===== config.mk =====
export PLATFORM = sky130hd
export DESIGN_NAME = sleep_seq_top
export DESIGN_NICKNAME = d
export VERILOG_FILES = /design/src/rtl/sleep_seq_pkg.sv /design/src/rtl/btn_hold_ctr.sv /design/src/rtl/wake_gate.sv /design/src/rtl/pwr_loss_policy.sv /design/src/rtl/sleep_seq_top.sv
export SDC_FILE = /design/constraint.sdc
export NUM_CORES = 1
export LEC_CHECK = 0
export BUFFER_PORTS_ARGS = -buffer_cell sky130_fd_sc_hd__clkbuf_2
export CORE_UTILIZATION = 44
export CTS_CLUSTER_SIZE = 16
export DETAILED_ROUTE_END_ITERATION = 7
export GPL_TIMING_DRIVEN = 1
export PLACE_DENSITY = 0.76
export SLEW_MARGIN = 25
export SYNTH_ARGS = -nofsm -noshare
export SYNTH_HDL_FRONTEND = slang
export SYNTH_SLANG_ARGS = --single-unit

===== constraint.sdc =====
create_clock -name clk_i -period 2 [get_ports clk_i]
set_input_delay 0.3 -clock clk_i [delete_from_list [all_inputs] [get_ports clk_i]]
set_output_delay 0.3 -clock clk_i [all_outputs]
set_load 0.1 [all_outputs]

===== src/rtl/sleep_seq_pkg.sv =====
package sleep_seq_pkg;

  typedef enum logic [1:0] {
    ST_S0 = 2'd0,
    ST_S3 = 2'd1,
    ST_S4 = 2'd2,
    ST_S5 = 2'd3
  } pstate_t;

  // Asserted (active-high) view of the sleep lines: {c, b, a}
  function automatic logic [2:0] sleep_lines(pstate_t s);
    case (s)
      ST_S3:   return 3'b001;
      ST_S4:   return 3'b011;
      ST_S5:   return 3'b111;
      default: return 3'b000;
    endcase
  endfunction

endpackage


===== src/rtl/btn_hold_ctr.sv =====
module btn_hold_ctr #(
  parameter int HOLD_TICKS = 4
) (
  input  logic clk_i,
  input  logic rst_ni,
  input  logic btn_i,
  input  logic tick_i,
  output logic ovr_o
);
  localparam int CW = $clog2(HOLD_TICKS + 1);
  localparam logic [CW-1:0] TERM = CW'(HOLD_TICKS);

  logic [CW-1:0] cnt;
  logic          fired;

  assign ovr_o = btn_i & tick_i & ~fired & (cnt == TERM);

  always_ff @(posedge clk_i or negedge rst_ni) begin
    if (!rst_ni) begin
      cnt   <= '0;
      fired <= 1'b0;
    end else if (!btn_i) begin
      cnt   <= '0;
      fired <= 1'b0;
    end else if (tick_i) begin
      if (cnt != TERM) cnt <= cnt + CW'(1);
      if (ovr_o) fired <= 1'b1;
    end
  end


  r4_once_per_press_chk: assert property (@(posedge clk_i) disable iff (!rst_ni)
    ovr_o |=> !ovr_o);


  r4_needs_button_chk: assert property (@(posedge clk_i) disable iff (!rst_ni)
    ovr_o |-> (btn_i && $past(btn_i)));

endmodule


===== src/rtl/wake_gate.sv =====
module wake_gate (
  input  logic clk_i,
  input  logic rst_ni,
  input  logic sleeping_i,
  input  logic blocked_i,
  input  logic kill_i,
  input  logic wake_i,
  output logic go_o
);
  logic pend;

  assign go_o = sleeping_i & ~blocked_i & ~kill_i & (wake_i | pend);

  always_ff @(posedge clk_i or negedge rst_ni) begin
    if (!rst_ni) pend <= 1'b0;
    else         pend <= sleeping_i & ~go_o & ~kill_i & (pend | wake_i);
  end


  r8_blocked_no_wake_chk: assert property (@(posedge clk_i) disable iff (!rst_ni)
    blocked_i |-> !go_o);


  r8_deferred_taken_chk: assert property (@(posedge clk_i) disable iff (!rst_ni)
    (sleeping_i && $past(sleeping_i) && $past(wake_i) && $past(blocked_i) && !$past(kill_i)
     && !blocked_i && !kill_i) |-> go_o);

endmodule


===== src/rtl/pwr_loss_policy.sv =====
module pwr_loss_policy
  import sleep_seq_pkg::*;
(
  input  logic    clk_i,
  input  logic    rst_ni,
  input  logic    dpg_i,
  input  logic    apl_en_i,
  input  pstate_t cur_i,
  output logic    in_loss_o,
  output logic    resume_o,
  output pstate_t resume_state_o
);
  pstate_t loss_state;

  always_ff @(posedge clk_i or negedge rst_ni) begin
    if (!rst_ni) begin
      in_loss_o  <= 1'b0;
      loss_state <= ST_S0;
    end else begin
      in_loss_o <= ~dpg_i;
      if (!in_loss_o && !dpg_i) loss_state <= cur_i;
    end
  end

  assign resume_o = in_loss_o & dpg_i;

  always_comb begin
    if (!apl_en_i)                resume_state_o = ST_S0;
    else if (loss_state == ST_S4) resume_state_o = ST_S4;
    else                          resume_state_o = ST_S5;
  end


  r10_loss_follows_dpg_chk: assert property (@(posedge clk_i) disable iff (!rst_ni)
    !dpg_i |=> in_loss_o);

endmodule


===== src/rtl/sleep_seq_top.sv =====
module sleep_seq_top
  import sleep_seq_pkg::*;
#(
  parameter int HOLD_TICKS = 4
) (
  input  logic       clk_i,
  input  logic       rst_ni,
  input  logic       cfg_wr_i,
  input  logic       cfg_en_i,
  input  logic [1:0] cfg_type_i,
  input  logic       tick_i,
  input  logic       pwr_btn_i,
  input  logic       therm_trip_i,
  input  logic       wdt_expire_i,
  input  logic       wake_i,
  input  logic       low_batt_i,
  input  logic       dpwr_good_i,
  input  logic       apl_en_i,
  input  logic       wake_sts_clr_i,
  input  logic       rtc_alarm_i,
  output logic [1:0] state_o,
  output logic       slp_a_n_o,
  output logic       slp_b_n_o,
  output logic       slp_c_n_o,
  output logic       wake_sts_o,
  output logic       pbtn_sts_o,
  output logic       rtc_sts_o
);
  pstate_t state, state_nx, resume_state;
  logic    ovr, in_loss, resume, wake_go, force_s5, sw_go, frozen, btn_q;
  logic [2:0] lines;

  btn_hold_ctr #(.HOLD_TICKS(HOLD_TICKS)) u_hold (
    .clk_i (clk_i), .rst_ni(rst_ni), .btn_i(pwr_btn_i), .tick_i(tick_i), .ovr_o(ovr)
  );

  pwr_loss_policy u_loss (
    .clk_i(clk_i), .rst_ni(rst_ni), .dpg_i(dpwr_good_i), .apl_en_i(apl_en_i),
    .cur_i(state), .in_loss_o(in_loss), .resume_o(resume), .resume_state_o(resume_state)
  );

  assign frozen   = in_loss | ~dpwr_good_i;
  assign force_s5 = ovr | wdt_expire_i | (therm_trip_i & (state == ST_S0));
  assign sw_go    = cfg_wr_i & cfg_en_i & (state == ST_S0) & (cfg_type_i != 2'd0);

  wake_gate u_wake (
    .clk_i(clk_i), .rst_ni(rst_ni), .sleeping_i(state != ST_S0), .blocked_i(low_batt_i),
    .kill_i(frozen | force_s5), .wake_i(wake_i), .go_o(wake_go)
  );

  always_comb begin
    state_nx = state;
    if (resume)        state_nx = resume_state;
    else if (frozen)   state_nx = state;
    else if (force_s5) state_nx = ST_S5;
    else if (wake_go)  state_nx = ST_S0;
    else if (sw_go)    state_nx = pstate_t'(cfg_type_i);
  end

  always_ff @(posedge clk_i or negedge rst_ni) begin
    if (!rst_ni) begin
      state      <= ST_S0;
      wake_sts_o <= 1'b0;
      pbtn_sts_o <= 1'b0;
      rtc_sts_o  <= 1'b0;
      btn_q      <= 1'b0;
    end else begin
      state <= state_nx;
      btn_q <= pwr_btn_i;
      if (wake_go)             wake_sts_o <= 1'b1;
      else if (wake_sts_clr_i) wake_sts_o <= 1'b0;
      if (!dpwr_good_i) begin
        pbtn_sts_o <= 1'b0;
        rtc_sts_o  <= 1'b0;
      end else begin
        if (pwr_btn_i && !btn_q) pbtn_sts_o <= 1'b1;
        if (rtc_alarm_i)         rtc_sts_o  <= 1'b1;
      end
    end
  end

  assign lines     = in_loss ? 3'b111 : sleep_lines(state);
  assign slp_a_n_o = ~lines[0];
  assign slp_b_n_o = ~lines[1];
  assign slp_c_n_o = ~lines[2];
  assign state_o   = state;


  r2_s3_lines_chk: assert property (@(posedge clk_i) disable iff (!rst_ni)
    (state_o == 2'd1 && !in_loss) |-> (!slp_a_n_o && slp_b_n_o && slp_c_n_o));


  r5_thermal_chk: assert property (@(posedge clk_i) disable iff (!rst_ni)
    (therm_trip_i && state_o == 2'd0 && dpwr_good_i && !in_loss) |=> state_o == 2'd3);


  r7_wake_chk: assert property (@(posedge clk_i) disable iff (!rst_ni)
    (state_o != 2'd0 && wake_i && !low_batt_i && !ovr && !wdt_expire_i
     && dpwr_good_i && !in_loss) |=> (state_o == 2'd0 && wake_sts_o));


  r10_lines_low_chk: assert property (@(posedge clk_i) disable iff (!rst_ni)
    in_loss |-> (!slp_a_n_o && !slp_b_n_o && !slp_c_n_o));


  r12_sts_clear_chk: assert property (@(posedge clk_i) disable iff (!rst_ni)
    !dpwr_good_i |=> (!pbtn_sts_o && !rtc_sts_o));


  r13_force_wins_chk: assert property (@(posedge clk_i) disable iff (!rst_ni)
    (state_o != 2'd0 && wdt_expire_i && dpwr_good_i && !in_loss) |=> state_o == 2'd3);

endmodule


# Word level (Yosys, flattened, before mapping)
# Cells that the tools add are included.
[word_totals]
elab_cells = 84
register_bits = 14
out_inout_bits = 8
input_bits = 16
[op_classes]
bitwise_logic = 27
n_addsub = 1
n_reduce_logical = 13
mux = 21
n_eq_ne = 12
[op_table]
columns = ["op", "count"]
rows = [
  ["bitwise AND 1 bit", 14],
  ["2-to-1 mux 2 bit", 6],
  ["2-to-1 mux 3 bit", 4],
  ["2-to-1 mux 1 bit", 10],
  ["case mux 3 bit (3 select lines)", 1],
  ["!= test 2 x 1 -> 1 bit, second input constant", 4],
  ["inverter 1 bit", 8],
  ["== test 2 bit, second input constant", 3],
  ["AND reduction 2 bit", 3],
  ["nonzero test 2 bit", 3],
  ["bitwise OR 1 bit", 5],
  ["!= test 2 bit, second input constant", 2],
  ["nonzero test 4 bit", 1],
  ["adder 3 x 1 -> 3 bit, second input constant", 1],
  ["== test 3 bit, second input constant", 1],
  ["logical NOT 1 bit", 3],
  ["!= test 3 bit, second input constant", 1],
  ["== test 2 x 1 -> 1 bit, second input constant", 1],
  ["logical AND 1 bit", 2],
  ["logical NOT 2 bit", 1],
]

# Depth between registers and ports, before layout
# Gate-level depths: netlist (run 1).
[depth]
word_depth = 13
ltp_mapped = 6
depth_no_buf = 6

# Cells and area by module
# A second synthesis (run 1) with hierarchy kept.
[hier_totals]
cells_unflattened = 69
hier_area_um2 = 735.7
[by_module_without_submodules]
columns = ["module", "n_inst", "seq_area_each_um2", "area_each_um2", "cells_per_inst"]
rows = [
  ["sleep_seq_top", 1, 150.1, 321.6, 32],
  ["btn_hold_ctr", 1, 100.1, 232.7, 22],
  ["pwr_loss_policy", 1, 75.1, 131.4, 11],
  ["wake_gate", 1, 25.0, 50.0, 4],
]

# Worst setup path before layout (run 1)
# No wires, ideal clock.
[synth_path]
kind = "reg-to-output"
from = "reg state[1] (netlist: state_o[1])"
to = "out slp_a_n_o"
path_stages_with_launch = 2
path_buffers = 0
arrival_time_ns = 3.015
setup_slack_ns = -1.315
cell_sequence = "dfrtp_1 -> nor3_1"
[synth_between]
elab_chain_cells = 4
word_cells_on_any_way = 6
classes_between = "eq/ne: 3; mux: 2; bitwise: 1"
[synth_lines]
columns = ["element", "line", "rtl"]
rows = [
  ["start, declared", "sleep_seq_top.sv:29", "pstate_t state, state_nx, resume_state;"],
  ["start signal, assigned", "sleep_seq_top.sv:68", "state <= state_nx;"],
  ["== test 2 bit or == test 2 x 1 -> 1 bit (tied branches)", "sleep_seq_pkg.sv:12", "case (s)"],
  ["case mux 3 bit (3 select lines) (*)", "sleep_seq_pkg.sv:12", ""],
  ["2-to-1 mux 3 bit (*)", "sleep_seq_top.sv:82", "assign lines = in_loss ? 3'b111 : sleep_lines(state);"],
  ["inverter 1 bit (*)", "sleep_seq_top.sv:83", "assign slp_a_n_o = ~lines[0];"],
  ["end, declared", "sleep_seq_top.sv:22", "output logic slp_a_n_o,"],
]
# Mark *: on every way between the ends. The rest lies on a longest branch, timed or not.

# Worst setup path after layout (run 1)
[layout_path]
from = "reg u_loss.in_loss_o"
to = "out slp_a_n_o"
[layout_between]
elab_chain_cells = 2
[layout_lines]
columns = ["element", "line", "rtl"]
rows = [
  ["start, declared", "pwr_loss_policy.sv:9", "output logic in_loss_o,"],
  ["start signal, assigned", "pwr_loss_policy.sv:20", "in_loss_o <= ~dpg_i;"],
  ["2-to-1 mux 3 bit", "sleep_seq_top.sv:82", ""],
  ["inverter 1 bit", "sleep_seq_top.sv:83", ""],
]
# No other way between the ends.

==> key figures, run 1 <==
Placed design
  • Pre-CTS setup slack: 0.354 ns
  • GP Congestion: 0.791
  • Buffers on Ports: 23
  • Placed cells: 109
  • DP HPWL: 1.14 mm

Timing
  • Peak Freq: 0.568 GHz
  • Slew margin rel.: 64.1%
  • Final Cycle Share: 88.0%
  • Endpoints failing hold: 0
  • Worst clock skew: 0.00763 ns
  • Hold_ws: 0.216 ns
  • Fin. max-slew vios: 0
  • Worst slew pin tran: 0.540 ns
  • PnR worst setup slack: 0.240 ns
  • Setup violations, final: 0
  • Tmin final: 1.76 ns
  • Setup_tns: 0 ns
  • RSZ-0062 raised after global routing: false

Critical path
  • Crit end category: output pin
  • Required @ worst endpoint: 1.70 ns
  • Launching element type of the critical path: flop
  • Arrival time worst endpoint: 1.46 ns
  • Worst-path fanout max: 11
  • Critical path class: flop to output pin

Clocking
  • CTS root buffer: clkbuf_4
  • Cts bufs inserted: 3
  • Clock slew seen by the registers of the worst setup and hold paths: 0.08 ns
  • Clk_lat worst skew: 0.28 ns
  • H-tree depth: 1
  • Maximum buffer depth of the clock tree: 2
  • Clock sinks: 14
  • TritonCTS clock tree: yes

Global route
  • Vias in the first global route: 599
  • Gr ovfl total: 0
  • Largest net degree at the start of global routing: 15
  • Antenna violations before repair: 0
  • Total global-route track usage: 18.3%
  • First-pass GRT wire length: 2.48 mm

Route
  • DR vias/cell: 5.50
  • Wire length per cell: 13.0 um
  • DRC viols: 0
  • Drt total wl: 1.49 mm
  • Initial DRT Pass Iterations: 4
  • Post-route ant nets: 0
  • Routed vias: 627
  • DRT iter0 DRCs: 13

Finish
  • Nets: 117
  • P&R area growth vs syn: 26.7%
  • Most frequent cells in the layout: clkbuf_2 (23), dfrtp_1 (12), inv_1 (6), nor2_1 (6)
  • Largest Register: u_hold.cnt
  • Layout Cells excl Fill: 114
  • Most common cell after layout, fill and taps aside: clkbuf_2
  • Layout cells sized above 1: 39.8%
  • Antenna Diode Count: 0
  • Largest register FFs: 3

Die
  • Core area: 1520 um^2
  • Die area: 1820 um^2
  • Die Span Y: 42.6 um
  • Die Wd: 42.6 um
  • Initial Util: 47.7%
  • Io pins: 24
  • Placement Rows: 14

Yosys
  • Yosys reg bits: 14
  • Avg Synthesized Cell Area: 10.2 um^2
  • Synthesized instance count: 71
  • Synth warnings: 0
  • Synth cell types: 32
  • Post-Syn Area: 727 um^2
  • Seq/Total Area, Yosys: 48.2%
  • Synth Net Count: 89

Run
  • Max Cap Viol: 0

Power and ir drop
  • Worst vdd rail ir drop: 0.557 mV
  • Power per cell area: 838 nW/um^2
  • Leakage: 0.439 nW

Hold path
  • Min-delay worst type: input port to flop

Run status
  • Status: completed
-- Yosys cell counts --
| cell type | instances | area [um^2] |
|---|---|---|
| a2111oi_0 | 1 | 8.76 |
| a211oi_1 | 2 | 15.0 |
| a21bo_2 | 1 | 10.0 |
| a21boi_0 | 1 | 7.51 |
| a21o_1 | 1 | 7.51 |
| a21oi_1 | 5 | 25.0 |
| a31oi_1 | 1 | 6.26 |
| a32oi_1 | 2 | 17.5 |
| and2_1 | 2 | 12.5 |
| and3_1 | 1 | 6.26 |
| and4_2 | 1 | 10.0 |
| buf_2 | 1 | 5.00 |
| dfrtp_1 | 14 | 350 |
| ha_1 | 2 | 25.0 |
| inv_1 | 6 | 22.5 |
| mux2_2 | 2 | 22.5 |
| nand2_1 | 3 | 11.3 |
| nand2b_1 | 4 | 25.0 |
| nand4b_1 | 1 | 8.76 |
| nor2_1 | 7 | 26.3 |
| nor2_2 | 1 | 6.26 |
| nor2_4 | 1 | 11.3 |
| nor2b_1 | 2 | 12.5 |
| nor3_1 | 1 | 5.00 |
| nor4_1 | 1 | 6.26 |
| o21a_1 | 1 | 7.51 |
| o21ai_0 | 1 | 5.00 |
| o221ai_1 | 1 | 8.76 |
| o221ai_2 | 1 | 15.0 |
| o22ai_1 | 1 | 6.26 |
| or4_4 | 1 | 11.3 |
| xnor2_1 | 1 | 8.76 |
-- worst max-delay path, cell delays in order, from the launching register on --
cell      delay (ns)
dfrtp_1         0.54
nor3_4          0.17
clkbuf_2        0.47
-- per-layer routing --
layer	part of all wire, %	global-route usage, %	up-vias
met1	45	23.3	291
met2	49	27.9	21
met4	1.4	10.6	0
met3	4.5	4.74	4
met5	0	0	-
li1	-	-	311
-- cell families after synthesis --
family	share of synthesized area [%]
buffers and inverters	3.79
AOI/OAI and AO/OA	19.3
xor gates and xnor gates	1.21
adders and majority gates	3.44
and+or+nand+nor	21.0
muxes	3.10
DFF	48.2
-- repair_timing --
action	in CTS	in global routing
hold buffers	1	0
setup buffers	0	0
gates resized for setup	0	0
hold endpoints to repair	14	0
-- path summary, 6_finish.rpt --
check / start / endpoint / slack (ns) / cells after the start
setup / recovery: u_loss.in_loss_o / slp_a_n_o / 0.24 / 2
hold / removal: pwr_btn_i / btn_q / 0.22 / 1
setup reg to reg: u_hold.cnt[0] / state_o[1] / 0.35 / 6
hold reg to reg: u_hold.fired / u_hold.fired / 0.50 / 1
max in group asynchronous: rst_ni / state_o[0] / 1.27 / 2
min in group asynchronous: rst_ni / rtc_sts_o / 0.46 / 2
-- power by group --
group          internal [mW]  total [mW]  leakage [nW]  switching [mW]
Clock                 0.0773       0.164        0.0150          0.0869
Sequential             0.312       0.349         0.174          0.0372
Combinational         0.0711       0.259         0.250           0.188
-- metrics by stage --
step / total power [mW] / area [um^2] / utilization, %
after floorplan: 0.554 / 754 / -
after global placement: 0.607 / 885 / 58.0
after detailed placement: 0.613 / 885 / 58.0
after CTS: 0.785 / 921 / 60.4
after global routing: 0.812 / 921 / 60.4
final: 0.772 / 921 / 60.4
-- final cells by class --
type	instances	area, um^2
multi-input combinational	50	374
inverter	6	22.5
fill	130	603
timing repair buffer	24	125
tap	16	20.0
sequential	14	353
clock buffer	4	26.3
No activity file was read; power rests on OpenSTA's default activity.
==> run 2, diff against run 1 <==
--- a/config.mk
+++ b/config.mk
@@ -14,4 +14,5 @@
 export SLEW_MARGIN = 25
 export SYNTH_ARGS = -nofsm -noshare
 export SYNTH_HDL_FRONTEND = slang
+export SYNTH_HIERARCHICAL = 1
 export SYNTH_SLANG_ARGS = --single-unit
==> key figures, run 2 <==
Yosys
  • Top cell type's share of synthesized area: 47.6% (was 48.2%)
  • Synthesized instance count: 69 (was 71)
  • Avg Synthesized Cell Area: 10.7 um^2 (was 10.2 um^2)
  • Seq/Total Area, Yosys: 47.6% (was 48.2%)
  • Async SR Flop Fraction: 100% (unchanged)
  • Post-synth top flop: dfrtp_1 (unchanged)
  • Largest cells by area after synthesis: dfrtp_1 (48%), mux2_2 (6.1%), inv_1 (4.1%) (was dfrtp_1 (48%), nor2_1 (3.6%), a21oi_1 (3.4%))
  • Synth cell types: 31 (was 32)
  • Most common cell in the netlist: dfrtp_1 (unchanged)
  • Synth warnings: 6 (was 0)
  • Number of flops mapped to enable cells by yosys: 0 (unchanged)
  • Synth Net Count: 87 (was 89)
  • Synth top cells by count: dfrtp_1 (14), inv_1 (8), mux2_2 (4), nand2_1 (4) (was dfrtp_1 (14), nor2_1 (7), inv_1 (6))
  • Yosys reg bits: 14 (unchanged)
  • Largest area contributor in the netlist: dfrtp_1 (unchanged)
  • Post-Syn Area: 736 um^2 (was 727 um^2)

Finish
  • P&R area growth vs syn: 42.5% (was 26.7%)
  • Most common cell after layout, fill and taps aside: clkbuf_2 (unchanged)
  • Largest Register: u_hold/cnt (was u_hold.cnt)
  • Largest register FFs: 3 (unchanged)
  • Antenna Diode Count: 0 (unchanged)
  • Layout cells sized above 1: 52.3% (was 39.8%)
  • Nets: 128 (was 117)
  • Most frequent cells in the layout: clkbuf_2 (23), buf_4 (13), dfrtp_1 (12), inv_1 (8) (was clkbuf_2 (23), dfrtp_1 (12), inv_1 (6), nor2_1 (6))

Die
  • Placement Rows: 14 (unchanged)
  • Core area: 1540 um^2 (was 1520 um^2)
  • Die Span Y: 42.9 um (was 42.6 um)
  • Die area: 1840 um^2 (was 1820 um^2)
  • Io pins: 24 (unchanged)
  • Initial Util: 47.7% (about the same)
  • Die Wd: 42.9 um (was 42.6 um)

Critical path
  • Launching element type of the critical path: flop (unchanged)
  • Required @ worst endpoint: 2.17 ns (was 1.70 ns)
  • Buf/Inv on CP: 1 (unchanged)
  • Worst-path fanout max: 4 (was 11)
  • R2r worst-path depth: 10 (was 6)
  • Flop2flop setup slack: -0.31 ns (was 0.35 ns)
  • R2R Path Start: u_hold/cnt[0] (was u_hold.cnt[0])
  • Arrival time worst endpoint: 2.47 ns (was 1.46 ns)
  • Family with the most delay on the worst path: simple AND/OR/NAND/NOR gates (was flip-flops)
  • Crit end category: flop (was output pin)
  • R2r endpoint: state_o[0] (was state_o[1])
  • Crit path to: state_o[0] (was slp_a_n_o)
  • Worst-path cell chain: inv_1 > ha_2 > nand3_2 > nor3b_2 > a211o_1 > nand3b_1 > nor4b_4 > nor4_1 > a31oi_1 > mux2_2 (was nor3_4 > clkbuf_2)
  • CP Launch Point: u_hold/cnt[0] (was u_loss.in_loss_o)
  • Slowest cell on crit path: mux2_2 (was dfrtp_1)
  • Stages on worst setup path: 10 (was 2)
  • Critical path class: flop to flop (was flop to output pin)
  • Critical Path Max Stage Delay: 0.36 ns (was 0.54 ns)

Clocking
  • Clk_lat worst skew: 0.28 ns (about the same)
  • Cts bufs inserted: 3 (unchanged)
  • Clock sinks: 14 (unchanged)
  • Clock slew seen by the registers of the worst setup and hold paths: 0.08 ns (about the same)
  • H-tree depth: 1 (unchanged)
  • Maximum buffer depth of the clock tree: 2 (unchanged)
  • TritonCTS clock tree: yes (unchanged)
  • CTS root buffer: clkbuf_4 (unchanged)

Route
  • DRT iter0 DRCs: 1 (was 13)
  • Drt total wl: 1.48 mm (was 1.49 mm)
  • DR vias/cell: 5.13 (was 5.50)
  • Routed wl met3: 57 um (was 67 um)
  • DR top layer: met4 (unchanged)
  • Wire length per cell: 11.9 um (was 13.0 um)
  • Initial DRT Pass Iterations: 2 (was 4)
  • DRC viols: 0 (unchanged)
  • Post-route ant nets: 0 (unchanged)
  • Met2 wire length: 760 um (was 722 um)
  • Routed vias: 641 (was 627)
  • Routed metal-1 wirelength: 657 um (was 675 um)

Global route
  • Largest net degree at the start of global routing: 15 (unchanged)
  • Antenna violations before repair: 0 (unchanged)
  • Vias in the first global route: 595 (was 599)
  • Gr ovfl total: 0 (unchanged)
  • Total global-route track usage: 18.0% (was 18.3%)
  • First-pass GRT wire length: 2.40 mm (was 2.48 mm)

Placed design
  • GP Congestion: 0.886 (was 0.791)
  • Pre-CTS setup slack: -0.343 ns (was 0.354 ns)
  • Buffers on Ports: 23 (unchanged)
  • DP HPWL: 1.15 mm (was 1.14 mm)

Timing
  • RSZ-0062 raised after global routing: true (was false)
  • Final Cycle Share: 115% (was 88.0%)
  • Setup_tns: -0.615 ns (was 0 ns)
  • Worst slew pin tran: 0.544 ns (was 0.540 ns)
  • Worst clock skew: 0.00244 ns (was 0.00763 ns)
  • Peak Freq: 0.433 GHz (was 0.568 GHz)
  • Slew margin rel.: 63.9% (was 64.1%)
  • Tmin final: 2.31 ns (was 1.76 ns)
  • PnR worst setup slack: -0.308 ns (was 0.240 ns)
  • Fin. max-slew vios: 0 (unchanged)
  • Setup violations, final: 2 (was 0)
  • Endpoints failing hold: 0 (unchanged)

Power and ir drop
  • Sw Pwr: 0.362 mW (was 0.312 mW)
  • Tot Pwr: 0.877 mW (was 0.772 mW)
  • Clock power share: 19.0% (was 21.3%)
  • Seq pwr share: 39.4% (was 45.2%)
  • Switch share: 41.3% (was 40.4%)
  • Gate power share: 41.6% (was 33.5%)
  • Leakage: 0.520 nW (was 0.439 nW)
  • Power per cell area: 836 nW/um^2 (was 838 nW/um^2)
  • Internal power: 0.515 mW (was 0.460 mW)
  • Worst vdd rail ir drop: 0.670 mV (was 0.557 mV)

Run status
  • Status: finished with violations (was completed)
  • Failing checks: setup timing

Run
  • Max Cap Viol: 0 (unchanged)

Hold path
  • Min-delay worst type: input port to flop (unchanged)
-- run 2: layout make-up --
cell class              count  area (um^2)
multi-input cells          46          392
flip-flops and latches     14          358
well taps                  16         20.0
inverters                   8         30.0
clock buffers               4         26.3
fillers                   125          493
repair buffers             37          223
-- run 2: what timing repair did --
item                                    CTS  global route
hold buffers                              1             0
hold endpoints to repair                 14             0
buffers inserted                          1             2
endpoints found under the setup margin    2             2
resized for setup                         2             0
-- run 2: cell families (layout without fill, tap and decap cells) --
| logic type | after synthesis | count (layout) | synth area share [%] |
|---|---|---|---|
| simple gates | 24 | 24 | 20.7 |
| compound gates | 14 | 14 | 14.3 |
| flops | 14 | 14 | 47.6 |
| buf+inv | 9 | 49 | 5.10 |
| mux | 6 | 6 | 8.84 |
| fa+ha+maj | 2 | 2 | 3.40 |
-- run 2: power by group through the flow --
stage	combinational, mW	clock (mW)	sequential [mW]
final	0.365	0.167	0.345
after detailed placement	0.357	0	0.351
after CTS	0.365	0.174	0.345
after global routing	0.386	0.184	0.349
after floorplan	0.149	0	0.462
after global placement	0.352	0	0.349
-- run 2: how the worst min path moves through the flow --
stage | startpoint | endpoint | slack (ns) | cells after the start
CTS | rtc_alarm_i | rtc_sts_o | 0.23 | 2
global route | rtc_alarm_i | rtc_sts_o | 0.22 | 2
floorplan | rst_ni | btn_q | 0.004 | 0
global placement | rst_ni | state_o[0] | 0.22 | 1
finish | rtc_alarm_i | rtc_sts_o | 0.24 | 2
detailed placement | rst_ni | rtc_sts_o | 0.22 | 1
-- run 2: per-layer routing --
metal	up-vias	track usage (%)
met5	-	0
met4	0	7.50
met3	2	2.55
met2	14	30.0
met1	305	23.1
li1	320	-
-- run 2: per-stage QoR --
stage	hold WS (ns)	cells	cell area (um^2)	utilization, %
final	0.240	125	1050	68.0
after global routing	0.224	125	1050	68.0
after CTS	0.227	123	1030	67.0
after detailed placement	0.224	117	980	63.6
after global placement	0.222	117	980	63.6
after floorplan	0.00441	69	777	-
==> run 3, diff against run 2 <==
--- a/config.mk
+++ b/config.mk
@@ -6,11 +6,10 @@
 export NUM_CORES = 1
 export LEC_CHECK = 0
 export BUFFER_PORTS_ARGS = -buffer_cell sky130_fd_sc_hd__clkbuf_2
-export CORE_UTILIZATION = 44
+export CORE_UTILIZATION = 33
 export CTS_CLUSTER_SIZE = 16
 export DETAILED_ROUTE_END_ITERATION = 7
-export GPL_TIMING_DRIVEN = 1
-export PLACE_DENSITY = 0.76
+export PLACE_DENSITY = 0.61
 export SLEW_MARGIN = 25
 export SYNTH_ARGS = -nofsm -noshare
 export SYNTH_HDL_FRONTEND = slang
==> key figures, run 3 (synthesis gave the netlist of run 2 again) <==
Run
  • Max Cap Viol: 0 (unchanged)

Critical path
  • R2R Path Start: u_hold/cnt[1] (was u_hold/cnt[0])
  • Worst-path fanout max: 3 (was 4)
  • CP Launch Point: u_hold/cnt[1] (was u_hold/cnt[0])
  • Flop2flop setup slack: -0.25 ns (was -0.31 ns)
  • Crit end category: flop (unchanged)
  • Required @ worst endpoint: 2.18 ns (was 2.17 ns)
  • Arrival time worst endpoint: 2.43 ns (was 2.47 ns)
  • Critical path class: flop to flop (unchanged)
  • R2r endpoint: state_o[0] (unchanged)
  • Launching element type of the critical path: flop (unchanged)
  • R2r worst-path depth: 11 (was 10)

Power and ir drop
  • Sw Pwr: 0.372 mW (was 0.362 mW)
  • Switch share: 40.2% (was 41.3%)
  • Gate power share: 40.1% (was 41.6%)
  • Power per cell area: 848 nW/um^2 (was 836 nW/um^2)
  • Internal power: 0.553 mW (was 0.515 mW)
  • Seq pwr share: 37.4% (was 39.4%)
  • Worst vdd rail ir drop: 0.526 mV (was 0.670 mV)
  • Leakage: 0.541 nW (was 0.520 nW)
  • Clock power share: 22.4% (was 19.0%)
  • Tot Pwr: 0.925 mW (was 0.877 mW)

Finish
  • Largest Register: u_hold/cnt (unchanged)
  • Layout Cells excl Fill: 138 (was 125)
  • Fin util: 54.0% (was 68.0%)
  • Most common cell after layout, fill and taps aside: clkbuf_2 (unchanged)
  • Multi-input gate area: 395 um^2 (was 392 um^2)
  • P&R area growth vs syn: 48.3% (was 42.5%)
  • Antenna Diode Count: 0 (unchanged)
  • Register area: 358 um^2 (unchanged)
  • Nets: 130 (was 128)
  • Fillcell total: 200 (was 125)
  • Largest register FFs: 3 (unchanged)
  • Post-route cell area: 1090 um^2 (was 1050 um^2)
  • Layout cells sized above 1: 54.1% (was 52.3%)
  • Most frequent cells in the layout: clkbuf_2 (23), buf_4 (15), dfrtp_1 (12), inv_1 (8), nand2_1 (4) (was clkbuf_2 (23), buf_4 (13), dfrtp_1 (12), inv_1 (8))

Route
  • Drt total wl: 1.61 mm (was 1.48 mm)
  • Met2 wire length: 752 um (was 760 um)
  • DR vias/cell: 4.63 (was 5.13)
  • Initial DRT Pass Iterations: 2 (unchanged)
  • Wire length per cell: 11.6 um (was 11.9 um)
  • Post-route ant nets: 0 (unchanged)
  • DR top layer: met4 (unchanged)
  • Routed metal-1 wirelength: 716 um (was 657 um)
  • DRC viols: 0 (unchanged)
  • Routed vias: 639 (was 641)
  • DRT iter0 DRCs: 3 (was 1)
  • Routed wl met3: 86 um (was 57 um)

Timing
  • Worst clock skew: 0.00159 ns (was 0.00244 ns)
  • Worst slew pin tran: 0.546 ns (was 0.544 ns)
  • Tmin final: 2.25 ns (was 2.31 ns)
  • PnR worst setup slack: -0.254 ns (was -0.308 ns)
  • Endpoints failing hold: 0 (unchanged)
  • Hold_ws: 0.235 ns (was 0.240 ns)
  • Fin. max-slew vios: 0 (unchanged)
  • Setup_tns: -0.504 ns (was -0.615 ns)
  • RSZ-0062 raised after global routing: true (unchanged)
  • Peak Freq: 0.444 GHz (was 0.433 GHz)
  • Slew margin rel.: 63.7% (was 63.9%)
  • Final Cycle Share: 113% (was 115%)
  • Setup violations, final: 2 (unchanged)

Die
  • Die Span Y: 49.2 um (was 42.9 um)
  • Initial Util: 36.4% (was 47.7%)
  • Placement Rows: 16 (was 14)
  • Io pins: 24 (unchanged)
  • Core area: 2020 um^2 (was 1540 um^2)
  • Die area: 2420 um^2 (was 1840 um^2)
  • Die Wd: 49.2 um (was 42.9 um)

Global route
  • Vias in the first global route: 596 (was 595)
  • Antenna violations before repair: 0 (unchanged)
  • First-pass GRT wire length: 2.60 mm (was 2.40 mm)
  • Largest net degree at the start of global routing: 15 (unchanged)
  • Gr ovfl total: 0 (unchanged)
  • Total global-route track usage: 15.1% (was 18.0%)

Hold path
  • Hold worst-path end: rtc_sts_o (unchanged)
  • Hold Path Stages: 2 (unchanged)
  • Min-delay worst type: input port to flop (unchanged)
  • Hold_sp: rtc_alarm_i (unchanged)

Clocking
  • Cts bufs inserted: 3 (unchanged)
  • Clock sinks: 14 (unchanged)
  • CTS root buffer: clkbuf_4 (unchanged)
  • Clk_lat worst skew: 0.29 ns (was 0.28 ns)
  • TritonCTS clock tree: yes (unchanged)
  • Maximum buffer depth of the clock tree: 2 (unchanged)
  • Clock slew seen by the registers of the worst setup and hold paths: 0.09 ns (was 0.08 ns)
  • H-tree depth: 1 (unchanged)

Placed design
  • Pre-CTS setup slack: -0.326 ns (was -0.343 ns)
  • DP HPWL: 1.23 mm (was 1.15 mm)
  • GP Congestion: 0.785 (was 0.886)
  • Placed cells: 129 (was 117)
  • Post-Place Cell Area: 1000 um^2 (was 980 um^2)
  • Buffers on Ports: 23 (unchanged)

Run status
  • Status: finished with violations (unchanged)
  • Failing checks: setup timing (unchanged)
[run 3: changes by cell type in the layout (fill, tap and decap cells not counted)]
cell	delta
buf_4	+2
clkbuf_1	-1
clkbuf_8	+1
mux2_2	-1
mux2_4	+1
[run 3: critical path, cell delays in order, from the launching register on]
cell	delay [ns]
dfrtp_1	0.35
inv_1	0.05
ha_2	0.18
nand3_2	0.07
nor3b_2	0.05
a211o_1	0.24
nand3b_1	0.21
nor4b_4	0.30
buf_4	0.16
nor2b_1	0.04
o31a_1	0.23
mux2_4	0.26
[run 3: layout make-up]
cell class / instances / area share (%)
timing repair buffer: 39 / 21.8
multi-input combinational: 46 / 36.2
tap: 27 / 3.10
sequential: 14 / 32.8
inverter: 8 / 2.75
clock buffer: 4 / 3.33
[run 3: power groups by stage]
stage | Sequential [mW] | Clock (mW) | Combinational (mW)
2_1_floorplan | 0.462 | 0 | 0.149
3_3_place_gp | 0.349 | 0 | 0.356
3_5_place_dp | 0.352 | 0 | 0.359
4_1_cts | 0.346 | 0.218 | 0.370
5_1_grt | 0.351 | 0.223 | 0.392
6_report | 0.346 | 0.208 | 0.371
[run 3: how the worst max path moves through the flow]
stage                 end  cells after the start  slack, ns
4_1_cts        state_o[0]                     11      -0.28
3_5_place_dp   state_o[0]                     10      -0.33
6_report       state_o[0]                     11      -0.25
2_1_floorplan  state_o[0]                      7      -0.25
3_3_place_gp   state_o[0]                     10      -0.28
5_1_grt        state_o[0]                     11      -0.38
[run 3: routing by layer]
metal	GRT usage (%)	vias up
li1	-	326
met1	18.5	292
met2	22.8	16
met3	3.43	5
met4	11.8	0
met5	0	-
[run 3: timing repair]
item	in CTS	in global routing
endpoints found under the setup margin	2	2
endpoints found under the hold margin	14	0
pin swaps	3	3
resized for setup	2	1
hold buffers	1	0
buffers inserted	3	1
